`config.mk`:
```
export PLATFORM = sky130hd
export DESIGN_NAME = lsu_lane_align
export DESIGN_NICKNAME = d
export VERILOG_FILES = /design/src/rtl/lsu_pkg.sv /design/src/rtl/lsu_agen.sv /design/src/rtl/lsu_store_lane.sv /design/src/rtl/lsu_load_extract.sv /design/src/rtl/lsu_lane_align.sv
export SDC_FILE = /design/constraint.sdc
export NUM_CORES = 1
export LEC_CHECK = 0
export ABC_AREA = 1
export BUFFER_PORTS_ARGS = -buffer_cell sky130_fd_sc_hd__buf_2
export CORE_ASPECT_RATIO = 0.7
export CORE_MARGIN = 8
export CORE_UTILIZATION = 42
export CTS_CLUSTER_DIAMETER = 200
export DETAILED_ROUTE_END_ITERATION = 12
export PLACE_DENSITY = 0.79
export SKIP_LAST_GASP = 1
export SYNTH_ARGS = -nofsm -noshare
export SYNTH_HDL_FRONTEND = slang
export SYNTH_HIERARCHICAL = 1
export SYNTH_SLANG_ARGS = --single-unit
```
`constraint.sdc`:
```
create_clock -name clk -period 1.73 [get_ports clk]
set_input_delay 0.0865 -clock clk [delete_from_list [all_inputs] [get_ports clk]]
set_output_delay 0.0865 -clock clk [all_outputs]
set_load 0.03 [all_outputs]
```
`src/rtl/lsu_pkg.sv`:
```
package lsu_pkg;

  typedef enum logic [1:0] {
    SZ_BYTE = 2'd0,
    SZ_HALF = 2'd1,
    SZ_WORD = 2'd2
  } acc_size_e;

  typedef struct packed {
    logic      legal;
    logic      zext;
    acc_size_e size;
  } acc_kind_t;

  // Width, signedness and legality from the funct3 code.
  function automatic acc_kind_t decode_kind(input logic is_store, input logic [2:0] f3);
    acc_kind_t k;
    k.legal = 1'b1;
    k.zext  = f3[2];
    k.size  = SZ_BYTE;
    case (f3[1:0])
      2'b00:   k.size = SZ_BYTE;
      2'b01:   k.size = SZ_HALF;
      2'b10:   k.size = SZ_WORD;
      default: k.legal = 1'b0;
    endcase
    // Unsigned variants exist only for loads narrower than a word.
    if (f3[2] && (is_store || f3[1])) k.legal = 1'b0;
    return k;
  endfunction

endpackage

```
`src/rtl/lsu_agen.sv`:
```
module lsu_agen #(
  parameter int ADDR_W = 32
) (
  input  logic              is_store,
  input  logic [6:0]        imm_hi,
  input  logic [4:0]        imm_lo_ld,
  input  logic [4:0]        imm_lo_st,
  input  logic [ADDR_W-1:0] base,
  output logic [ADDR_W-1:0] addr
);
  localparam int IMM_W = 12;
  localparam int PAD_W = ADDR_W - IMM_W;

  logic [IMM_W-1:0] imm;

  // The upper seven bits share one position in both formats; only the low
  // five bits move between the load and store encodings.
  assign imm  = {imm_hi, (is_store ? imm_lo_st : imm_lo_ld)};
  assign addr = base + {{PAD_W{imm[IMM_W-1]}}, imm};
endmodule

```
`src/rtl/lsu_store_lane.sv`:
```
module lsu_store_lane
  import lsu_pkg::*;
#(
  parameter int DATA_W = 32
) (
  input  acc_size_e                               size,
  input  logic [$clog2(DATA_W/8)-1:0]             off,
  input  logic [DATA_W-1:0]                       src,
  output logic [DATA_W/8-1:0]                     be,
  output logic [DATA_W-1:0]                       wdata
);
  localparam int LANES = DATA_W / 8;

  logic [LANES-1:0] mask;

  always_comb begin
    case (size)
      SZ_BYTE: mask = LANES'(1);
      SZ_HALF: mask = LANES'(3);
      default: mask = '1;
    endcase
  end

  assign be = mask << off;

  // Replicate the narrow value into every lane; the enables pick the lane.
  for (genvar g = 0; g < LANES; g++) begin : g_lane
    assign wdata[8*g +: 8] = (size == SZ_BYTE) ? src[7:0] :
                             (size == SZ_HALF) ? src[8*(g%2) +: 8] :
                                                 src[8*g +: 8];
  end
endmodule

```
`src/rtl/lsu_load_extract.sv`:
```
module lsu_load_extract
  import lsu_pkg::*;
#(
  parameter int DATA_W = 32
) (
  input  acc_size_e                   size,
  input  logic                        zext,
  input  logic [$clog2(DATA_W/8)-1:0] off,
  input  logic [DATA_W-1:0]           rdata,
  output logic [DATA_W-1:0]           data
);
  logic [DATA_W-1:0] shifted;
  logic              unused_shift_hi;

  // Bring the addressed lane down to bit 0.
  assign shifted         = rdata >> {off, 3'b000};
  assign unused_shift_hi = ^shifted[DATA_W-1:16];

  always_comb begin
    case (size)
      SZ_BYTE: data = {{(DATA_W-8){~zext & shifted[7]}}, shifted[7:0]};
      SZ_HALF: data = {{(DATA_W-16){~zext & shifted[15]}}, shifted[15:0]};
      default: data = rdata;
    endcase
  end
endmodule

```
`src/rtl/lsu_lane_align.sv`:
```
module lsu_lane_align
  import lsu_pkg::*;
#(
  parameter int ADDR_W = 32,
  parameter int DATA_W = 32
) (
  input  logic                clk,
  input  logic                rst_n,
  input  logic                op_valid,
  input  logic                op_is_store,
  input  logic [31:0]         op_inst,
  input  logic [ADDR_W-1:0]   op_base,
  input  logic [DATA_W-1:0]   op_src,
  output logic                mem_req,
  output logic                mem_we,
  output logic [ADDR_W-1:0]   mem_addr,
  output logic [DATA_W/8-1:0] mem_be,
  output logic [DATA_W-1:0]   mem_wdata,
  input  logic [DATA_W-1:0]   mem_rdata,
  output logic                ld_valid,
  output logic [DATA_W-1:0]   ld_data,
  output logic                acc_illegal,
  output logic                acc_misaligned
);
  localparam int LANES = DATA_W / 8;
  localparam int OFF_W = $clog2(LANES);

  acc_kind_t        kind;
  logic [OFF_W-1:0] off;
  logic             mis_raw;
  logic             accept;
  logic [LANES-1:0] be_raw;
  logic             unused_inst_bits;

  // Load response tag: registered state and next state
  logic             rsp_vld_q, rsp_vld_d;
  acc_size_e        rsp_size_q, rsp_size_d;
  logic             rsp_zext_q, rsp_zext_d;
  logic [OFF_W-1:0] rsp_off_q, rsp_off_d;
  logic             rsp_cap;

  assign kind             = decode_kind(op_is_store, op_inst[14:12]);
  assign unused_inst_bits = ^{op_inst[19:15], op_inst[6:0]};

  lsu_agen #(.ADDR_W(ADDR_W)) u_agen (
    .is_store  (op_is_store),
    .imm_hi    (op_inst[31:25]),
    .imm_lo_ld (op_inst[24:20]),
    .imm_lo_st (op_inst[11:7]),
    .base      (op_base),
    .addr      (mem_addr)
  );

  assign off = mem_addr[OFF_W-1:0];

  always_comb begin
    case (kind.size)
      SZ_HALF: mis_raw = off[0];
      SZ_WORD: mis_raw = |off;
      default: mis_raw = 1'b0;
    endcase
  end

  assign acc_illegal    = op_valid & ~kind.legal;
  assign acc_misaligned = op_valid & kind.legal & mis_raw;
  assign accept         = op_valid & kind.legal & ~mis_raw;
  assign mem_req        = accept;
  assign mem_we         = accept & op_is_store;

  lsu_store_lane #(.DATA_W(DATA_W)) u_store (
    .size  (kind.size),
    .off   (off),
    .src   (op_src),
    .be    (be_raw),
    .wdata (mem_wdata)
  );

  assign mem_be = accept ? be_raw : '0;

  // Next state of the response tag
  assign rsp_cap = accept & ~op_is_store;

  always_comb begin
    rsp_vld_d  = rsp_cap;
    rsp_size_d = rsp_size_q;
    rsp_zext_d = rsp_zext_q;
    rsp_off_d  = rsp_off_q;
    if (rsp_cap) begin
      rsp_size_d = kind.size;
      rsp_zext_d = kind.zext;
      rsp_off_d  = off;
    end
  end

  always_ff @(posedge clk or negedge rst_n) begin
    if (!rst_n) begin
      rsp_vld_q  <= 1'b0;
      rsp_size_q <= SZ_BYTE;
      rsp_zext_q <= 1'b0;
      rsp_off_q  <= '0;
    end else begin
      rsp_vld_q  <= rsp_vld_d;
      rsp_size_q <= rsp_size_d;
      rsp_zext_q <= rsp_zext_d;
      rsp_off_q  <= rsp_off_d;
    end
  end

  lsu_load_extract #(.DATA_W(DATA_W)) u_load (
    .size  (rsp_size_q),
    .zext  (rsp_zext_q),
    .off   (rsp_off_q),
    .rdata (mem_rdata),
    .data  (ld_data)
  );

  assign ld_valid = rsp_vld_q;
endmodule

```
# ---- Word level (Yosys, flattened, before mapping)
# Cells that the tools add are included.
# Widths: inputs -> output; s select.
dict set report classes {
  add_sub_neg 1
  multipliers 0
  div 0
  magnitude_cmp 0
  eq_ne 5
  shifts 2
  n_mux 13
  n_bitwise 12
  n_reduce_logical 7
}
# operator n
set ops {}
lappend ops {{$pmux 32 s2} 1}
lappend ops {{$mux 8} 5}
lappend ops {{$add 32x32->32} 1}
lappend ops {{$shr 32x5->16} 1}
lappend ops {{$and 1x1->1} 8}
lappend ops {{$pmux 4 s2} 1}
lappend ops {{$eq 2x1->1 const B} 3}
lappend ops {{$logic_not 2->1} 3}
lappend ops {{$mux 5} 1}
lappend ops {{$eq 2x2->1 const B} 2}
lappend ops {{$mux 4} 1}
lappend ops {{$not 1->1} 4}
lappend ops {{$pmux 2 s2} 1}
lappend ops {{$shl 4x2->4} 1}
lappend ops {{$reduce_or 3->1} 1}
lappend ops {{$mux 1} 2}
lappend ops {{$pmux 1 s2} 1}
lappend ops {{$reduce_or 2->1} 1}
lappend ops {{$logic_and 1x1->1} 1}
lappend ops {{$logic_or 1x1->1} 1}
dict set report word_totals {
  register_bits 6
  latchBits 0
  mem_bits_rw 0
  rom_bits 0
  inputBits 132
  wordCells 44
  n_memories 0
}

# ---- Depth between registers and ports, before layout
# Gate-level depths: netlist of the first run.
dict set report depth {
  ltp_word 7
  depth_mapped 13
  mapped_depth_nobuf 13
}

# ---- Cells and area by module
# The synthesis of the first run kept the hierarchy.
# mod n_inst cells_per_inst area_per_inst_um2
set by_module_without_submodules {}
lappend by_module_without_submodules {lsu_agen 1 499 2462.4}
lappend by_module_without_submodules {lsu_load_extract 1 174 843.3}
lappend by_module_without_submodules {lsu_store_lane 1 96 499.2}
lappend by_module_without_submodules {lsu_lane_align 1 58 422.9}

# ---- Worst setup path before layout of the first run
# No wires, ideal clock.
dict set report synth_timing {
  path_kind {input-to-output}
  from {input port op_is_store}
  to {output port mem_be[0]}
  arrival_time_ps 2338
  required_ps 1643
  path_slack_ps -695
  path_stages 8
  cell_sequence {mux2_2 ha_1 fa_1 a21oi_1 nor2_1 nor2_4 inv_2 nor2_1}
}
dict set report synth_via {
  elab_chain_len 7
}
# item line_no
set synth_lines {}
lappend synth_lines {{from (decl)} lsu_lane_align.sv:10} ;# input logic op_is_store,
lappend synth_lines {{$mux 5} lsu_agen.sv:18} ;# assign imm = {imm_hi, (is_store ? imm_lo_st : imm_lo_ld)};
lappend synth_lines {{$add 32x32->32} lsu_agen.sv:19} ;# assign addr = base + {{PAD_W{imm[IMM_W-1]}}, imm};
lappend synth_lines {{net mem_addr[1]} lsu_lane_align.sv:16} ;# output logic [ADDR_W-1:0] mem_addr,
lappend synth_lines {{$reduce_or 2->1} lsu_lane_align.sv:59} ;# SZ_WORD: mis_raw = |off;
lappend synth_lines {{$pmux 1 s2} lsu_lane_align.sv:57} ;# case (kind.size)
lappend synth_lines {{$not 1->1} lsu_lane_align.sv:66} ;# assign accept = op_valid & kind.legal & ~mis_raw;
lappend synth_lines {{$and 1x1->1} lsu_lane_align.sv:66}
lappend synth_lines {{net mem_req} lsu_lane_align.sv:14} ;# output logic mem_req,
lappend synth_lines {{$mux 4} lsu_lane_align.sv:78} ;# assign mem_be = accept ? be_raw : '0;
lappend synth_lines {{to (decl)} lsu_lane_align.sv:17} ;# output logic [DATA_W/8-1:0] mem_be,
# The timed path passes the listed nets, and every way through them passes these cells.

# ---- Final worst setup path of the first run
dict set report layout_timing {
  from {input port op_is_store}
  to {output port mem_we}
}
dict set report layout_via {
  elab_chain_len 7
}
# item line_no
set layout_lines {}
lappend layout_lines {{$mux 5} lsu_agen.sv:18}
lappend layout_lines {{$add 32x32->32} lsu_agen.sv:19}
lappend layout_lines {{$reduce_or 2->1} lsu_lane_align.sv:59}
lappend layout_lines {{$pmux 1 s2} lsu_lane_align.sv:57}
lappend layout_lines {{$not 1->1} lsu_lane_align.sv:66}
lappend layout_lines {{$and 1x1->1} lsu_lane_align.sv:66}
lappend layout_lines {{$and 1x1->1 (*)} lsu_lane_align.sv:68} ;# assign mem_we = accept & op_is_store;
lappend layout_lines {{to (decl)} lsu_lane_align.sv:15} ;# output logic mem_we,
# Mark *: on every way between the ends. The rest lies on a longest branch, timed or not.

==> results of run 1 <==
==> worst reg2reg max path: cells and delay by family (launching register included) <==
kind / cells / cell delay [ns]
flip-flops: 1 / 0.47
AND/OR/NAND/NOR: 2 / 0.13
buffers and inverters: 2 / 0.33
==> worst max-delay path by stage <==
stage	start	end	slack, ns	depth (start not counted)
4_1_cts	op_is_store	mem_addr[16]	-0.25	13
3_5_place_dp	op_is_store	mem_addr[27]	-0.44	14
6_report	op_is_store	mem_we	-0.28	10
5_1_grt	op_is_store	mem_addr[16]	-0.33	13
2_1_floorplan	op_is_store	mem_be[0]	-0.35	8
3_3_place_gp	op_is_store	mem_be[2]	-0.40	9
==> kinds of logic (layout without fill, tap and decap cells) <==
group / after synthesis / count (layout) / share of synthesized area
XOR/XNOR: 16 / 16 / 0.0331
AND/OR/NAND/NOR: 533 / 536 / 0.546
AO/OA/AOI/OAI: 69 / 69 / 0.0873
flip-flops: 6 / 6 / 0.0355
multiplexers: 5 / 5 / 0.0133
buffers and inverters: 161 / 432 / 0.173
adder cells (fa/ha/maj): 37 / 37 / 0.111
==> flip-flops by register name (all words and copies together) (netlist names) <==
signal	flops
rsp_off_q	2
ld_valid	1
rsp_size_q	2
rsp_zext_q	1
==> cell usage after synthesis, drive strengths merged <==
library cell	n	area [um2]
a21boi	1	7.51
nand3	86	490
fa	1	20.0
xor2	14	123
a21oi	24	128
nor3	5	40.0
nand2	367	1430
dfrtp	6	150
nor2	71	322
o21bai	3	22.5
mux2	5	56.3
a21o	1	7.51
xnor2	2	17.5
inv	135	519
buf	23	200
nand4	3	18.8
or2	1	6.26
ha	36	450
clkbuf	3	12.5
o21ai	40	204
==> what timing repair did <==
| action | in CTS | in global routing |
|---|---|---|
| gates cloned | 2 | 2 |
| buffers inserted | 6 | 10 |
| resized for setup | 139 | 119 |
| setup endpoints to repair | 66 | 68 |
| hold endpoints to repair | 6 | 0 |
| hold buffers | 1 | 0 |
| pin swaps | 29 | 32 |
==> where the power goes <==
| group | leakage (nW) | internal (mW) | switching, mW |
|---|---|---|---|
| logic | 4.10 | 1.93 | 3.11 |
| registers | 0.0735 | 0.172 | 0.0564 |
| clock network | 0.0370 | 0.297 | 0.0784 |
==> metrics by stage <==
stage	hold slack, ns	setup TNS, ns	instances	area [um2]	utilization
finish	0.149	-7.46	1229	7140	0.732
CTS	0.138	-5.55	1218	6570	0.673
global placement	-0.0869	-13.87	1208	5940	0.609
global route	0.158	-10.56	1229	7140	0.732
floorplan	-0.209	-3.49	827	4440	-
detailed placement	-0.0804	-15.38	1208	5940	0.609
==> layout make-up <==
class,instances,area share
clock buffer,3,0.0105
inverter,135,0.0737
multi-input combinational,663,0.581
sequential,6,0.0215
tap,128,0.0224
timing repair buffer,294,0.291
==> layer usage <==
metal | wire [um] | global-route usage | vias up | share of wire
li1 | - | - | 3099 | -
met1 | 7550 | 0.297 | 2809 | 0.41
met2 | 9070 | 0.418 | 293 | 0.49
met3 | 1490 | 0.0254 | 32 | 0.081
met4 | 407 | 0.0395 | 0 | 0.022
met5 | 0 | 0 | - | 0
==> flow_metrics.py, run 1 <==
metrics = {
    "timing": {
        "drv_slew": 0,
        "fin_worst_skew_ns": 0,
        "report.final.setup_viol": 56,
        "rsz0062_at_grt": "true",
        "worst_pin_slew_ns": 0.472,
        "setup_ws_ns": -0.284,
        "final_hold_viol_count": 0,
        "max_clock_freq_mhz": 496,
        "timing.final.crit_share": 1.16,
        "max_slew_margin": 0.685,
        "final_period_minus_worst_setup_slack_ns": 2.01,
    },
    "global_route": {
        "grt_pass1_vias": 5533,
        "initial_antenna_violation_count": 0,
        "grt_start_max_net_pins": 27,
        "grt.total_usage": 0.233,
        "grt_pass1_wl_um": 26800,
        "grt_overflow_total": 0,
    },
    "detailed_routing": {
        "final_antenna_net_count": 0,
        "drcViolationCount": 0,
        "detail_route.first_pass.iterations": 4,
        "vias_after_detailed_routing": 6233,
        "mean_routed_wirelength_per_cell_um": 15.1,
        "drt_iter0_markers": 411,
        "avgViaCountPerCell": 5.07,
        "wl_um": 18500,
    },
    "worst_setup_path": {
        "cpLargestDelayFamily": "adder cells",
        "reg2reg_depth": 4,
        "worst_path_most_repeated_cell": "sky130_fd_sc_hd__nor2_4",
        "crit_path_max_delay_cell_type": "sky130_fd_sc_hd__fa_2",
        "critical_path_class": "input pin to primary output",
        "r2r-start": "rsp_off_q[0]",
        "worstPathRequired_ns": 1.64,
        "launching_element_type_of_the_critical_path": "input pin",
        "critical_path_arrival_ns": 1.93,
        "combined_buffer_and_inverter_count_along_the_critical_path": 3,
        "path_cells": "buf_8 > mux2_4 > ha_4 > fa_2 > a21oi_2 > nor2_2 > nor2_4 > inv_4 > nor2_4 > buf_6",
        "cpPeakStageDelay_ns": 0.64,
        "worstPathMaxFanout": 6,
        "r2r_slack_ns": 0.69,
        "r2r_end": "rsp_off_q[0]",
        "worstSetupEndpointType": "primary output",
    },
    "cts": {
        "insertion_delay_ns": 0.23,
        "ctsLongestPathBuffers": 2,
        "cts_max_level": 1,
        "clk_root_buffer_cell": "sky130_fd_sc_hd__clkbuf_16",
        "tritoncts.num_buffers": 3,
        "clkTransAtPathRegs_ns": 0.03,
        "clock_tree_from_tritoncts": "built",
        "clock_sinks": 6,
    },
    "finish": {
        "most_common_cell_after_layout_fill_and_taps_aside": "sky130_fd_sc_hd__nand2_1",
        "drive_gt1_frac": 0.431,
        "area_growth_syn_to_layout_pct": 69.0,
        "multi_input_comb_area_um2": 4150,
        "sequential_cell_area_um2": 154,
        "filler_cell_count": 779,
        "design.final.nets": 1272,
        "commonest_non_fill_non_tap_cells_in_the_layout": "sky130_fd_sc_hd__nand2_1, sky130_fd_sc_hd__buf_2, sky130_fd_sc_hd__inv_1, sky130_fd_sc_hd__buf_4, sky130_fd_sc_hd__buf_6",
        "diodes": 0,
    },
    "worst_hold_path": {
        "timing.hold.worst_path_depth": 3,
        "min_path_type": "input pin to flip-flop",
        "worstHoldEndpoint": "rsp_zext_q",
        "min-delay-start": "op_inst[14]",
    },
    "floorplanning": {
        "fp.dieArea_um2": 13600,
        "floorplan.rows": 30,
        "die_span_in_y_um": 99.9,
        "core_region_area_um2": 9760,
        "pin_count": 237,
        "die_width_um": 136,
        "start_util": 0.433,
    },
    "power": {
        "ir_drop_mv": 0.567,
        "total_power_mw": 5.65,
        "power.leakage_nw": 4.21,
        "power_density_nw_per_um2": 791,
    },
    "yosys": {
        "yosys.cell_types.count": 37,
        "synthesis.yosys.warnings": 6,
        "postSynthNetCount": 996,
        "synth-seq-cells": 6,
        "mappedNetlistArea_um2": 4230,
        "synthesis.instances": 827,
        "ys_seq_area_frac": 0.0355,
        "syn_avg_cell_area_um2": 5.11,
    },
    "place": {
        "dpl.hpwl_um": 13800,
        "placement.io_buffers": 224,
        "gp_congestion": 0.943,
        "place_ws_ns": -0.441,
    },
    "status": {
        "run_status": "finished with violations",
        "failed_checks": "negative setup slack",
    },
    "run": {
        "maxCapViolations": 0,
    },
}
Note: power is estimated with default switching activity, not from simulation.
==> run 2: changes to the inputs <==
--- a/config.mk
+++ b/config.mk
@@ -13,6 +13,7 @@
 export CTS_CLUSTER_DIAMETER = 200
 export DETAILED_ROUTE_END_ITERATION = 12
 export PLACE_DENSITY = 0.79
+export SETUP_SLACK_MARGIN = 0.05
 export SKIP_LAST_GASP = 1
 export SYNTH_ARGS = -nofsm -noshare
 export SYNTH_HDL_FRONTEND = slang
==> run 2 against run 1 <==
  * The run still ends with negative setup slack left
  * Sequential cell count did not move
  * First-iteration DRC count is 5.6% higher
  * Register-to-register slack better by 0.16 ns
  * Worst setup slack lost 0.051 ns
  * Wire length up 6.5%
  * Critical path type unchanged
  * Critical endpoint is now mem_addr[16]
  * Largest cell class unchanged
  * Largest power group unchanged
==> flow_metrics.py, run 2 (synthesis results as in run 1) <==
metrics = {
    "finish": {
        "reg_top3": "rsp_off_q x2, rsp_size_q x2",
        "area_growth_syn_to_layout_pct": 81.1,
        "most_common_cell_after_layout_fill_and_taps_aside": "sky130_fd_sc_hd__nand2_1",
        "utilization_after_layout": 0.784,
        "commonest_non_fill_non_tap_cells_in_the_layout": "sky130_fd_sc_hd__nand2_1, sky130_fd_sc_hd__buf_2, sky130_fd_sc_hd__inv_1, sky130_fd_sc_hd__buf_4, sky130_fd_sc_hd__buf_6",
        "filler_cell_count": 712,
        "drive_gt1_frac": 0.477,
        "design.final.nets": 1298,
    },
    "place": {
        "dpl.hpwl_um": 14000,
        "placement.io_buffers": 224,
        "gp_congestion": 0.985,
    },
    "worst_hold_path": {
        "min_path_type": "input pin to flip-flop",
        "min-delay-start": "op_inst[14]",
        "timing.hold.worst_path_depth": 3,
        "worstHoldEndpoint": "rsp_zext_q",
    },
    "global_route": {
        "initial_antenna_violation_count": 2,
        "grt_pass1_vias": 5952,
        "grt_start_max_net_pins": 22,
        "grt.total_usage": 0.251,
        "grt_pass1_wl_um": 28700,
        "grt_overflow_total": 0,
    },
    "timing": {
        "worst_pin_slew_ns": 0.535,
        "final_period_minus_worst_setup_slack_ns": 2.07,
        "rsz0062_at_grt": "true",
        "drv_slew": 0,
        "fin_worst_skew_ns": 0,
        "final_hold_viol_count": 0,
        "setup-tns-final_ns": -9.60,
        "max_clock_freq_mhz": 484,
        "setup_ws_ns": -0.336,
        "timing.final.crit_share": 1.19,
        "report.final.setup_viol": 41,
        "max_slew_margin": 0.643,
    },
    "worst_setup_path": {
        "critical_path_arrival_ns": 1.98,
        "r2r_end": "rsp_off_q[0]",
        "worstPathRequired_ns": 1.64,
        "combined_buffer_and_inverter_count_along_the_critical_path": 3,
        "launching_element_type_of_the_critical_path": "input pin",
        "r2r-start": "rsp_off_q[0]",
        "crit_path_max_delay_cell_type": "sky130_fd_sc_hd__fa_2",
        "worstPathMaxFanout": 5,
        "path_cells": "buf_12 > mux2_4 > ha_4 > fa_2 > nand3_2 > nand3_2 > nand2_2 > nand2_4 > buf_6 > nand2_4 > nand2_4 > xor2_4 > buf_6",
        "cpPeakStageDelay_ns": 0.40,
        "critical_path_class": "input pin to primary output",
        "r2r_slack_ns": 0.85,
        "worstSetupEndpointType": "primary output",
        "worst_path_most_repeated_cell": "sky130_fd_sc_hd__nand2_4",
        "reg2reg_depth": 3,
        "cpLargestDelayFamily": "adder cells",
    },
    "cts": {
        "cts_max_level": 1,
        "clkTransAtPathRegs_ns": 0.03,
        "insertion_delay_ns": 0.23,
        "clock_tree_from_tritoncts": "built",
        "clock_sinks": 6,
        "ctsLongestPathBuffers": 2,
        "clk_root_buffer_cell": "sky130_fd_sc_hd__clkbuf_16",
        "tritoncts.num_buffers": 3,
    },
    "detailed_routing": {
        "avgViaCountPerCell": 5.15,
        "wl_um": 19700,
        "drcViolationCount": 0,
        "final_antenna_net_count": 0,
        "mean_routed_wirelength_per_cell_um": 15.7,
        "vias_after_detailed_routing": 6479,
        "drt_iter0_markers": 434,
        "detail_route.first_pass.iterations": 5,
    },
    "power": {
        "total_power_mw": 6.01,
        "ir_drop_mv": 0.433,
        "power_density_nw_per_um2": 785,
        "power.leakage_nw": 4.50,
    },
    "status": {
        "run_status": "finished with violations",
        "failed_checks": "negative setup slack",
    },
    "floorplanning": {
        "start_util": 0.433,
        "die_span_in_y_um": 99.9,
        "fp.dieArea_um2": 13600,
        "die_width_um": 136,
        "core_region_area_um2": 9760,
        "pin_count": 237,
        "floorplan.rows": 30,
    },
    "run": {
        "maxCapViolations": 0,
    },
}
## run 2: where the power goes
| group | switching [mW] | internal, mW | total [mW] | leakage [nW] |
|---|---|---|---|---|
| Combinational | 3.29 | 2.12 | 5.41 | 4.38 |
| Clock | 0.0774 | 0.297 | 0.374 | 0.0370 |
| Sequential | 0.0548 | 0.172 | 0.227 | 0.0735 |
## run 2: how the worst max path moves through the flow
stage                      from            to  cells after the start
global placement    op_is_store  mem_addr[30]                     14
detailed placement  op_is_store  mem_addr[20]                     15
CTS                 op_is_store  mem_addr[28]                     15
floorplan           op_is_store     mem_be[0]                      8
finish              op_is_store  mem_addr[16]                     13
global route        op_is_store        mem_we                     10
## run 2: layout make-up
| cell class | instances | area [um2] | area share |
|---|---|---|---|
| antenna | 2 | 5.00 | 0.000654 |
| timing repair buffer | 319 | 2300 | 0.301 |
| sequential | 6 | 154 | 0.0201 |
| tap | 128 | 160 | 0.0209 |
| clock buffer | 3 | 75.1 | 0.00981 |
| multi-input combinational | 664 | 4430 | 0.579 |
| inverter | 135 | 527 | 0.0688 |
## run 2: through the flow
stage / setup WS [ns] / cells / hold slack, ns / cell area (um2)
floorplan: -0.350 / 827 / -0.209 / 4600
global placement: -0.420 / 1224 / -0.0870 / 6200
detailed placement: -0.471 / 1224 / -0.0840 / 6200
CTS: -0.288 / 1237 / 0.121 / 6900
global route: -0.433 / 1257 / 0.161 / 7650
finish: -0.336 / 1257 / 0.156 / 7650
## run 2: what timing repair did
item	4_1_cts	5_1_grt
gates cloned	2	2
buffers inserted	7	18
endpoints found under the hold margin	6	0
endpoints found under the setup margin	68	75
hold buffers	1	0
resized for setup	161	143
pin swaps	40	59
## run 2: routing by layer
metal | vias up | wire length, um | GRT usage
met3 | 54 | 1630 | 0.0344
met4 | 0 | 560 | 0.0673
met2 | 336 | 9380 | 0.424
met1 | 2931 | 8170 | 0.326
met5 | - | 0 | 0
li1 | 3158 | - | -
## run 2: worst reg2reg max path: cells and delay by family, from the launching register on
family / cells / cell delay (ns)
flops: 1 / 0.45
buf+inv: 1 / 0.19
simple gates: 2 / 0.12
